`src/rtl/pwmcap_pkg.sv`:
```
package pwmcap_pkg;
  typedef enum logic [1:0] {
    MD_DUAL8 = 2'd0,
    MD_PWM16 = 2'd1,
    MD_CAPT  = 2'd2,
    MD_STOP  = 2'd3
  } tmr_mode_e;

  localparam logic [2:0] A_CTRL  = 3'd0;
  localparam logic [2:0] A_PRESC = 3'd1;
  localparam logic [2:0] A_PER   = 3'd2;
  localparam logic [2:0] A_DUTY  = 3'd3;
  localparam logic [2:0] A_CAP0  = 3'd4;
  localparam logic [2:0] A_CAP1  = 3'd5;
  localparam logic [2:0] A_FLAG  = 3'd6;
  localparam logic [2:0] A_CNT   = 3'd7;
endpackage

```
`src/rtl/pwmcap_presc.sv`:
```
module pwmcap_presc #(
  parameter int PW = 8
) (
  input  logic          clk,
  input  logic          rst_n,
  input  logic          run,
  input  logic          clr,
  input  logic [PW-1:0] div,
  output logic          tick
);
  localparam logic [PW-1:0] P_ONE = 1;

  logic [PW-1:0] pc_q, pc_d;

  assign tick = run && !clr && (pc_q == div);

  always_comb begin
    pc_d = pc_q;
    if (clr || !run)        pc_d = '0;
    else if (pc_q == div)   pc_d = '0;
    else                    pc_d = pc_q + P_ONE;
  end

  always_ff @(posedge clk or negedge rst_n) begin
    if (!rst_n) pc_q <= '0;
    else        pc_q <= pc_d;
  end
endmodule

```
`src/rtl/pwmcap_count.sv`:
```
module pwmcap_count
  import pwmcap_pkg::*;
#(
  parameter int CW = 16
) (
  input  logic          clk,
  input  logic          rst_n,
  input  tmr_mode_e     mode,
  input  logic          clr,
  input  logic          tick,
  input  logic [CW-1:0] per_sh,
  input  logic [CW-1:0] duty_sh,
  output logic [CW-1:0] cnt_o,
  output logic [1:0]    pwm_o
);
  localparam int HW = CW / 2;
  localparam logic [HW-1:0] H_ONE = 1;
  localparam logic [CW-1:0] C_ONE = 1;

  logic [CW-1:0] cnt_q, cnt_d;
  logic [CW-1:0] per_a_q, per_a_d;
  logic [CW-1:0] duty_a_q, duty_a_d;

  always_comb begin
    cnt_d    = cnt_q;
    per_a_d  = per_a_q;
    duty_a_d = duty_a_q;
    if (clr || mode == MD_STOP) begin
      cnt_d    = '0;
      per_a_d  = per_sh;
      duty_a_d = duty_sh;
    end else if (tick) begin
      case (mode)
        MD_PWM16: begin
          if (cnt_q == per_a_q) begin
            cnt_d    = '0;
            per_a_d  = per_sh;
            duty_a_d = duty_sh;
          end else begin
            cnt_d = cnt_q + C_ONE;
          end
        end
        MD_DUAL8: begin
          for (int h = 0; h < 2; h++) begin
            if (cnt_q[h*HW +: HW] == per_a_q[h*HW +: HW]) begin
              cnt_d[h*HW +: HW]    = '0;
              per_a_d[h*HW +: HW]  = per_sh[h*HW +: HW];
              duty_a_d[h*HW +: HW] = duty_sh[h*HW +: HW];
            end else begin
              cnt_d[h*HW +: HW] = cnt_q[h*HW +: HW] + H_ONE;
            end
          end
        end
        default: cnt_d = cnt_q + C_ONE;
      endcase
    end
  end

  always_comb begin
    pwm_o = '0;
    case (mode)
      MD_PWM16: pwm_o[0] = (cnt_q < duty_a_q);
      MD_DUAL8: begin
        for (int h = 0; h < 2; h++)
          pwm_o[h] = (cnt_q[h*HW +: HW] < duty_a_q[h*HW +: HW]);
      end
      default: pwm_o = '0;
    endcase
  end

  always_ff @(posedge clk or negedge rst_n) begin
    if (!rst_n) begin
      cnt_q    <= '0;
      per_a_q  <= '0;
      duty_a_q <= '0;
    end else begin
      cnt_q    <= cnt_d;
      per_a_q  <= per_a_d;
      duty_a_q <= duty_a_d;
    end
  end

  assign cnt_o = cnt_q;
endmodule

```
`src/rtl/pwmcap_capch.sv`:
```
module pwmcap_capch #(
  parameter int CW = 16
) (
  input  logic          clk,
  input  logic          rst_n,
  input  logic          en,
  input  logic          fall_sel,
  input  logic          pin,
  input  logic [CW-1:0] cnt,
  input  logic          w1c,
  output logic [CW-1:0] cap_o,
  output logic          flag_o
);
  logic          s1_q, s2_q, prev_q;
  logic          hit;
  logic [CW-1:0] cap_q, cap_d;
  logic          flag_q, flag_d;

  assign hit = en && (fall_sel ? (prev_q && !s2_q) : (s2_q && !prev_q));

  always_comb begin
    cap_d  = cap_q;
    flag_d = flag_q;
    if (w1c) flag_d = 1'b0;
    if (hit) begin
      cap_d  = cnt;
      flag_d = 1'b1;
    end
  end

  always_ff @(posedge clk or negedge rst_n) begin
    if (!rst_n) begin
      s1_q   <= 1'b0;
      s2_q   <= 1'b0;
      prev_q <= 1'b0;
      cap_q  <= '0;
      flag_q <= 1'b0;
    end else begin
      s1_q   <= pin;
      s2_q   <= s1_q;
      prev_q <= s2_q;
      cap_q  <= cap_d;
      flag_q <= flag_d;
    end
  end

  assign cap_o  = cap_q;
  assign flag_o = flag_q;
endmodule

```
`src/rtl/pwmcap_timer.sv`:
```
module pwmcap_timer
  import pwmcap_pkg::*;
#(
  parameter int CW = 16,
  parameter int PW = 8
) (
  input  logic          clk,
  input  logic          rst_n,
  input  logic          wr_en,
  input  logic [2:0]    addr,
  input  logic [CW-1:0] wdata,
  output logic [CW-1:0] rdata,
  input  logic [1:0]    cap_i,
  output logic [1:0]    pwm_o,
  output logic [1:0]    irq_o
);
  tmr_mode_e     mode_q, mode_d;
  logic [1:0]    esel_q, esel_d;
  logic [PW-1:0] presc_q, presc_d;
  logic [CW-1:0] per_q, per_d;
  logic [CW-1:0] duty_q, duty_d;

  logic          mode_chg;
  logic          tick;
  logic [CW-1:0] cnt;
  logic [1:0]    flags;
  logic [1:0]    w1c;
  logic [CW-1:0] cap_v [2];

  assign mode_chg = wr_en && (addr == A_CTRL) && (tmr_mode_e'(wdata[1:0]) != mode_q);

  always_comb begin
    mode_d  = mode_q;
    esel_d  = esel_q;
    presc_d = presc_q;
    per_d   = per_q;
    duty_d  = duty_q;
    if (wr_en) begin
      case (addr)
        A_CTRL: begin
          mode_d = tmr_mode_e'(wdata[1:0]);
          esel_d = wdata[3:2];
        end
        A_PRESC: presc_d = wdata[PW-1:0];
        A_PER:   per_d   = wdata;
        A_DUTY:  duty_d  = wdata;
        default: ;
      endcase
    end
  end

  always_ff @(posedge clk or negedge rst_n) begin
    if (!rst_n) begin
      mode_q  <= MD_STOP;
      esel_q  <= '0;
      presc_q <= '0;
      per_q   <= '0;
      duty_q  <= '0;
    end else begin
      mode_q  <= mode_d;
      esel_q  <= esel_d;
      presc_q <= presc_d;
      per_q   <= per_d;
      duty_q  <= duty_d;
    end
  end

  pwmcap_presc #(.PW(PW)) u_presc (
    .clk  (clk),
    .rst_n(rst_n),
    .run  (mode_q != MD_STOP),
    .clr  (mode_chg),
    .div  (presc_q),
    .tick (tick)
  );

  pwmcap_count #(.CW(CW)) u_count (
    .clk    (clk),
    .rst_n  (rst_n),
    .mode   (mode_q),
    .clr    (mode_chg),
    .tick   (tick),
    .per_sh (per_q),
    .duty_sh(duty_q),
    .cnt_o  (cnt),
    .pwm_o  (pwm_o)
  );

  for (genvar g = 0; g < 2; g++) begin : g_cap
    assign w1c[g] = wr_en && (addr == A_FLAG) && wdata[g];
    pwmcap_capch #(.CW(CW)) u_ch (
      .clk     (clk),
      .rst_n   (rst_n),
      .en      (mode_q == MD_CAPT),
      .fall_sel(esel_q[g]),
      .pin     (cap_i[g]),
      .cnt     (cnt),
      .w1c     (w1c[g]),
      .cap_o   (cap_v[g]),
      .flag_o  (flags[g])
    );
  end

  always_comb begin
    case (addr)
      A_CTRL:  rdata = {{(CW-4){1'b0}}, esel_q, mode_q};
      A_PRESC: rdata = {{(CW-PW){1'b0}}, presc_q};
      A_PER:   rdata = per_q;
      A_DUTY:  rdata = duty_q;
      A_CAP0:  rdata = cap_v[0];
      A_CAP1:  rdata = cap_v[1];
      A_FLAG:  rdata = {{(CW-2){1'b0}}, flags};
      default: rdata = cnt;
    endcase
  end

  assign irq_o = flags;
endmodule

```
`config.mk`:
```
export PLATFORM = sky130hd
export DESIGN_NAME = pwmcap_timer
export DESIGN_NICKNAME = d
export VERILOG_FILES = /design/src/rtl/pwmcap_pkg.sv /design/src/rtl/pwmcap_presc.sv /design/src/rtl/pwmcap_count.sv /design/src/rtl/pwmcap_capch.sv /design/src/rtl/pwmcap_timer.sv
export SDC_FILE = /design/constraint.sdc
export NUM_CORES = 1
export LEC_CHECK = 0
export CORE_ASPECT_RATIO = 1.1
export CORE_UTILIZATION = 25
export CTS_CLUSTER_DIAMETER = 120
export DETAILED_ROUTE_END_ITERATION = 8
export PLACE_DENSITY_LB_ADDON = 0.2
export SLEW_MARGIN = 20
export SYNTH_ARGS = -nofsm -noshare
export SYNTH_HDL_FRONTEND = slang
export SYNTH_SLANG_ARGS = --single-unit
```
`constraint.sdc`:
```
create_clock -name clk -period 3.7 [get_ports clk]
set_input_delay 0.37 -clock clk [delete_from_list [all_inputs] [get_ports clk]]
set_output_delay 0.37 -clock clk [all_outputs]
set_load 0.03 [all_outputs]
```
# Yosys cells after proc, flatten, opt, wreduce, memory -nomap -nowiden
# Cells that the tools add are included.
# W data, S select, Z words.
# totals
regBits	140
in_bits	24
output_inout_bits	20
wordCells	108
# classes
n_addsub	4
magnitude_cmp	3
n_eq_ne	18
mux	29
reduce_logical	33
# op_table
op	count
$mux W16	9
$pmux W16 S7	1
$pmux W16 S2	3
$mux W8	8
$add A8 B1 Y8 const B	3
$eq A8 B8 Y1	3
$add A16 B1 Y16 const B	1
$eq A16 B16 Y1	1
$lt A16 B16 Y1	1
$lt A8 B8 Y1	2
$logic_and A1 B1 Y1	13
$eq A3 B3 Y1 const B	3
$ne A3 B1 Y1 const B	3
$reduce_and A2 Y1	4
$reduce_and A4 Y1	2
$mux W1	7
$eq A3 B2 Y1 const B	2
$logic_not A1 Y1	6
$reduce_bool A2 Y1	3
$eq A2 B2 Y1 const B	2
$eq A3 B1 Y1 const B	1
$logic_not A3 Y1	1
$reduce_bool A3 Y1	1
$eq A2 B1 Y1 const B	1
other kinds (5)	6

# Longest topological paths before layout
# depth
ltp_word	8
ltp_mapped	8
ltp_nobuf	8

# By module
# A second synthesis with hierarchy kept.
# unflattened
cells_unflattened	837
area_unflattened_um2	9211.3
# modules_own_cells
mod	n_inst	cells_each	area_per_inst_um2
pwmcap_count	1	284	3069.2
pwmcap_capch	2	140	1477.7
pwmcap_timer	1	226	2666.3
pwmcap_presc	1	47	520.5

# Worst setup path after synthesis
# Ideal clock, no wire load.
# synth_path
path_type	input to output
start	input port addr[0]
end	output port rdata[11]
arrival_time_ns	2.085
setup_slack_ns	1.245
cell_stages	6
n_path_buf	4
path_cell_list	buf_6 -> clkbuf_1 -> clkbuf_1 -> buf_2 -> mux2i_1 -> o21ai_0
# synth_via
elab_chain_cells	2
# synth_lines
element	line	text
from (decl)	pwmcap_timer.sv:10	input logic [2:0] addr,
$eq A3 B3 Y1 (tied with other cells)	pwmcap_timer.sv:105	case (addr)
$pmux W16 S7 *	pwmcap_timer.sv:105	
to (decl)	pwmcap_timer.sv:12	output logic [CW-1:0] rdata,
# Mark *: on every way between the ends. The rest lies on a longest branch, timed or not.

# Final worst setup path
# layout_path
start	register u_count.cnt_q[1], in the netlist u_count.cnt_o[1]
end	output port pwm_o[0]
# layout_via
elab_chain_cells	2
# layout_lines
element	line	text
from (decl)	pwmcap_count.sv:20	logic [CW-1:0] cnt_q, cnt_d;
from (signal assigned)	pwmcap_count.sv:77	cnt_q <= cnt_d;
$lt A16 B16 Y1 or $lt A8 B8 Y1 (tied branches)	pwmcap_count.sv:62, pwmcap_count.sv:65	
$pmux W1 S2 *	pwmcap_count.sv:61	case (mode)
to (decl)	pwmcap_timer.sv:14	output logic [1:0] pwm_o,
# Marks and branches as above.

==> results.toml <==
[final_layout]
final_cell_mix = "dfrtp_1, mux2_2, nor2_1"
layout_commonest_cell = "dfrtp_1"
layout.area.seq_sq_um = 3510
antennaDiodeCount = 0
drive_above_1_share_pct = 25.5
flow.area_growth_from_synthesis_pct = 20.3
finish.net_count = 764
area_of_the_multi_input_gates_sq_um = 3750
fill_cells = 3057
layoutNonFillerInstCount = 1108

[synthesis]
yosys_register_bits = 140
synth.lib_cells_used.distinct = 63
synth_area_leaders = "dfrtp_1, mux2_2, xnor2_1"
ys.warnings.count = 0
syn_nets = 716
syn_area_sq_um = 7580
cell_count_after_synthesis = 673
synth-seq-area-share_pct = 46.2
ys_dominant_reg_cell = "dfrtp_1"
syn_area_per_cell_sq_um = 11.3
synthDominantAreaCellType = "dfrtp_1"
post_synth_edffs = 0
synth_async_sr_flop_share_pct = 100
post-synth-top-area-fraction_pct = 45.6

[place]
place_congestion = 0.776
placement.io_buffers = 43
dpl.cell_count = 1076
hpwl_mm = 15.6

[timing]
timing.max_slew.rel_slack_pct = 50.2
setup_viol_count_final = 0
slew_violations = 0
fin_tns_setup_ns = 0
unrepaired_setup_endpoints_after_global_routing = "no"
worstMarginPinSlew_ns = 0.747
post_route_worst_hold_slack_ns = -0.0430
period_needed_ns = 3.42
fin_skew_ns = 0.00669
fmax_mhz = 292
finalHoldViolations = 36
layout_worst_path_cycle_share_pct = 92.4

[clock_network]
post_cts_resized = 0
cts.root.buffer_cell = "clkbuf_16"
cts.clk_slew.worst_paths_ns = 0.06
cts_buffers = 17
max_h_tree_level = 4
holdBufCountCts = 0
cts_tree = "done"
skew_pair_late_insertion_delay_ns = 0.43
clkSinkCount = 140
post_cts_buffers = 0
maximum_clock_insertion_buffer_count = 2

[die]
fp-row-count = 66
die_height_um = 185
ioPinCount = 44
coreArea_sq_um = 29700
design.die.area_sq_um = 31000
die_w_um = 168
start_util_pct = 25.5

[global_route]
vias_in_the_first_global_route = 5568
grt_pass1_wl_mm = 33.8
grt_max_degree = 77
overflow = 0
grt_use_total_pct = 14.8
antenna_violations_before_repair = 0

[worst_setup_path]
timing.critical_path.max_delay_family = "compound AO/OA/AOI/OAI gates"
critPathCaptureType = "output port"
cp_cell_sequence = "ha_1 > a21o_1 > a21o_1 > a21oi_1 > o21ai_0 > a311oi_1 > clkdlybuf4s50_1"
crit_fanout = 9
cp.required_ns = 3.33
crit_path_start_kind = "flop"
worst_path_max_delay_cell = "clkdlybuf4s50_1"
critPathBufInv = 1
largest_stage_delay_worst_path_ns = 0.75
setup.worst_path.class = "reg -> out"
cp_common_cell = "a21o_1"
timing.critical_path.arrival_ns = 3.05

[routing]
post_drt_via_cell_ratio = 4.76
dr_total_vias = 5274
post_drt_wl_per_cell_um = 19.2
wl_mm = 21.3
route.antenna.remaining_nets = 0
dr.first_iter.drc_count = 242
drc_errors = 0
first_pass_iters = 4

[status]
failed_checks = "negative hold slack"
run_status = "finished with violations"

[job]
drv.max_cap_violation_count = 0

[pwr]
p_leak_nw = 4.02
power_density_nw_per_um2 = 595
irDropWorstVdd_mv = 0.337
design_power_total_mw = 5.43

[min_path]
hold_path.class = "in -> async"
-- cells by family (layout without fill, tap and decap cells) --
kind of cell	after synthesis	after routing	synth area share, %
XOR/XNOR	33	33	3.81
multiplexers	136	136	20.8
AND/OR/NAND/NOR	153	153	10.4
AO/OA/AOI/OAI	120	120	11.3
buffers and inverters	72	133	4.39
flip-flops	140	140	46.2
adder cells (fa/ha/maj)	19	19	3.14
-- power breakdown --
part           internal (mW)  switching [mW]  leakage [nW]
Combinational          0.711           0.726          1.95
Sequential              1.88           0.326          1.78
Clock                   1.08           0.704         0.290
-- final cells by class --
| cell class | count | area share, % |
|---|---|---|
| clock inverters | 13 | 1.82 |
| flip-flops and latches | 140 | 38.4 |
| clock buffers | 19 | 4.86 |
| inverters | 29 | 1.19 |
| repair buffers | 72 | 7.47 |
| well taps | 374 | 5.13 |
| multi-input cells | 461 | 41.1 |
-- per-stage QoR --
| step | util [%] | hold WS, ns | setup WS (ns) | instance area [sq um] |
|---|---|---|---|---|
| 2_1_floorplan | - | 0.0744 | 1.25 | 7580 |
| 3_3_place_gp | 28.6 | 0.339 | 0.642 | 8510 |
| 3_5_place_dp | 28.6 | 0.337 | 0.662 | 8510 |
| 4_1_cts | 30.7 | 0.00688 | 0.187 | 9120 |
| 5_1_grt | 30.7 | 0.0107 | 0.0694 | 9120 |
| 6_report | 30.7 | -0.0430 | 0.281 | 9120 |
-- metal layers --
| layer | share of wire (%) | track usage (%) |
|---|---|---|
| met5 | 0 | 0 |
| met4 | 1.2 | 4.59 |
| met3 | 2.7 | 2.88 |
| met2 | 49 | 24.4 |
| met1 | 47 | 19.4 |
-- state kept, by name, summed over array words and instances, names as in the netlist, 8 cells and up --
register	flops
duty_q	16
u_count.per_a_q	16
g_cap.u_ch.cap_o	32
u_count.duty_a_q	16
per_q	16
u_presc.pc_q	8
u_count.cnt_o	16
presc_q	8
-- Yosys cell counts, types with 2 or more instances --
library cell    n
dfrtp_1       138
mux2_2         91
nor2_1         43
nand2_1        41
a21oi_1        34
inv_1          29
xnor2_1        29
o21ai_0        27
mux2i_1        22
ha_1           19
buf_2          16
nand3_1        13
clkbuf_1       12
nand4_1        11
mux2_1         10
mux2_4         10
o221ai_1       10
and3_1          9
nor2b_1         9
a21o_1          8
buf_1           7
and4_1          6
a22o_1          5
nand2b_1        5
a211oi_1        4
a311oi_1        4
buf_6           4
xor2_1          4
and2_1          3
buf_4           3
mux4_2          3
nor3_1          3
o21ai_1         3
a221oi_1        2
a31oi_1         2
a41oi_1         2
dfstp_2         2
nand4_2         2
nor4_1          2
o21a_1          2
o21ai_4         2
-- worst paths after layout --
path	startpoint	endpoint	slack, ns	cells past startpoint
setup / recovery	u_count.cnt_o[1]	pwm_o[0]	0.28	7
hold / removal	rst_n	per_q[10]	-0.04	1
setup reg to reg	u_count.cnt_o[2]	u_count.per_a_q[5]	1.16	7
hold reg to reg	g_cap[0].u_ch.s1_q	g_cap[0].u_ch.s2_q	0.36	0
max in group asynchronous	rst_n	u_count.cnt_o[1]	2.87	2
min in group clk	g_cap[0].u_ch.s1_q	g_cap[0].u_ch.s2_q	0.36	0
Note: power is estimated with default switching activity, not from simulation.
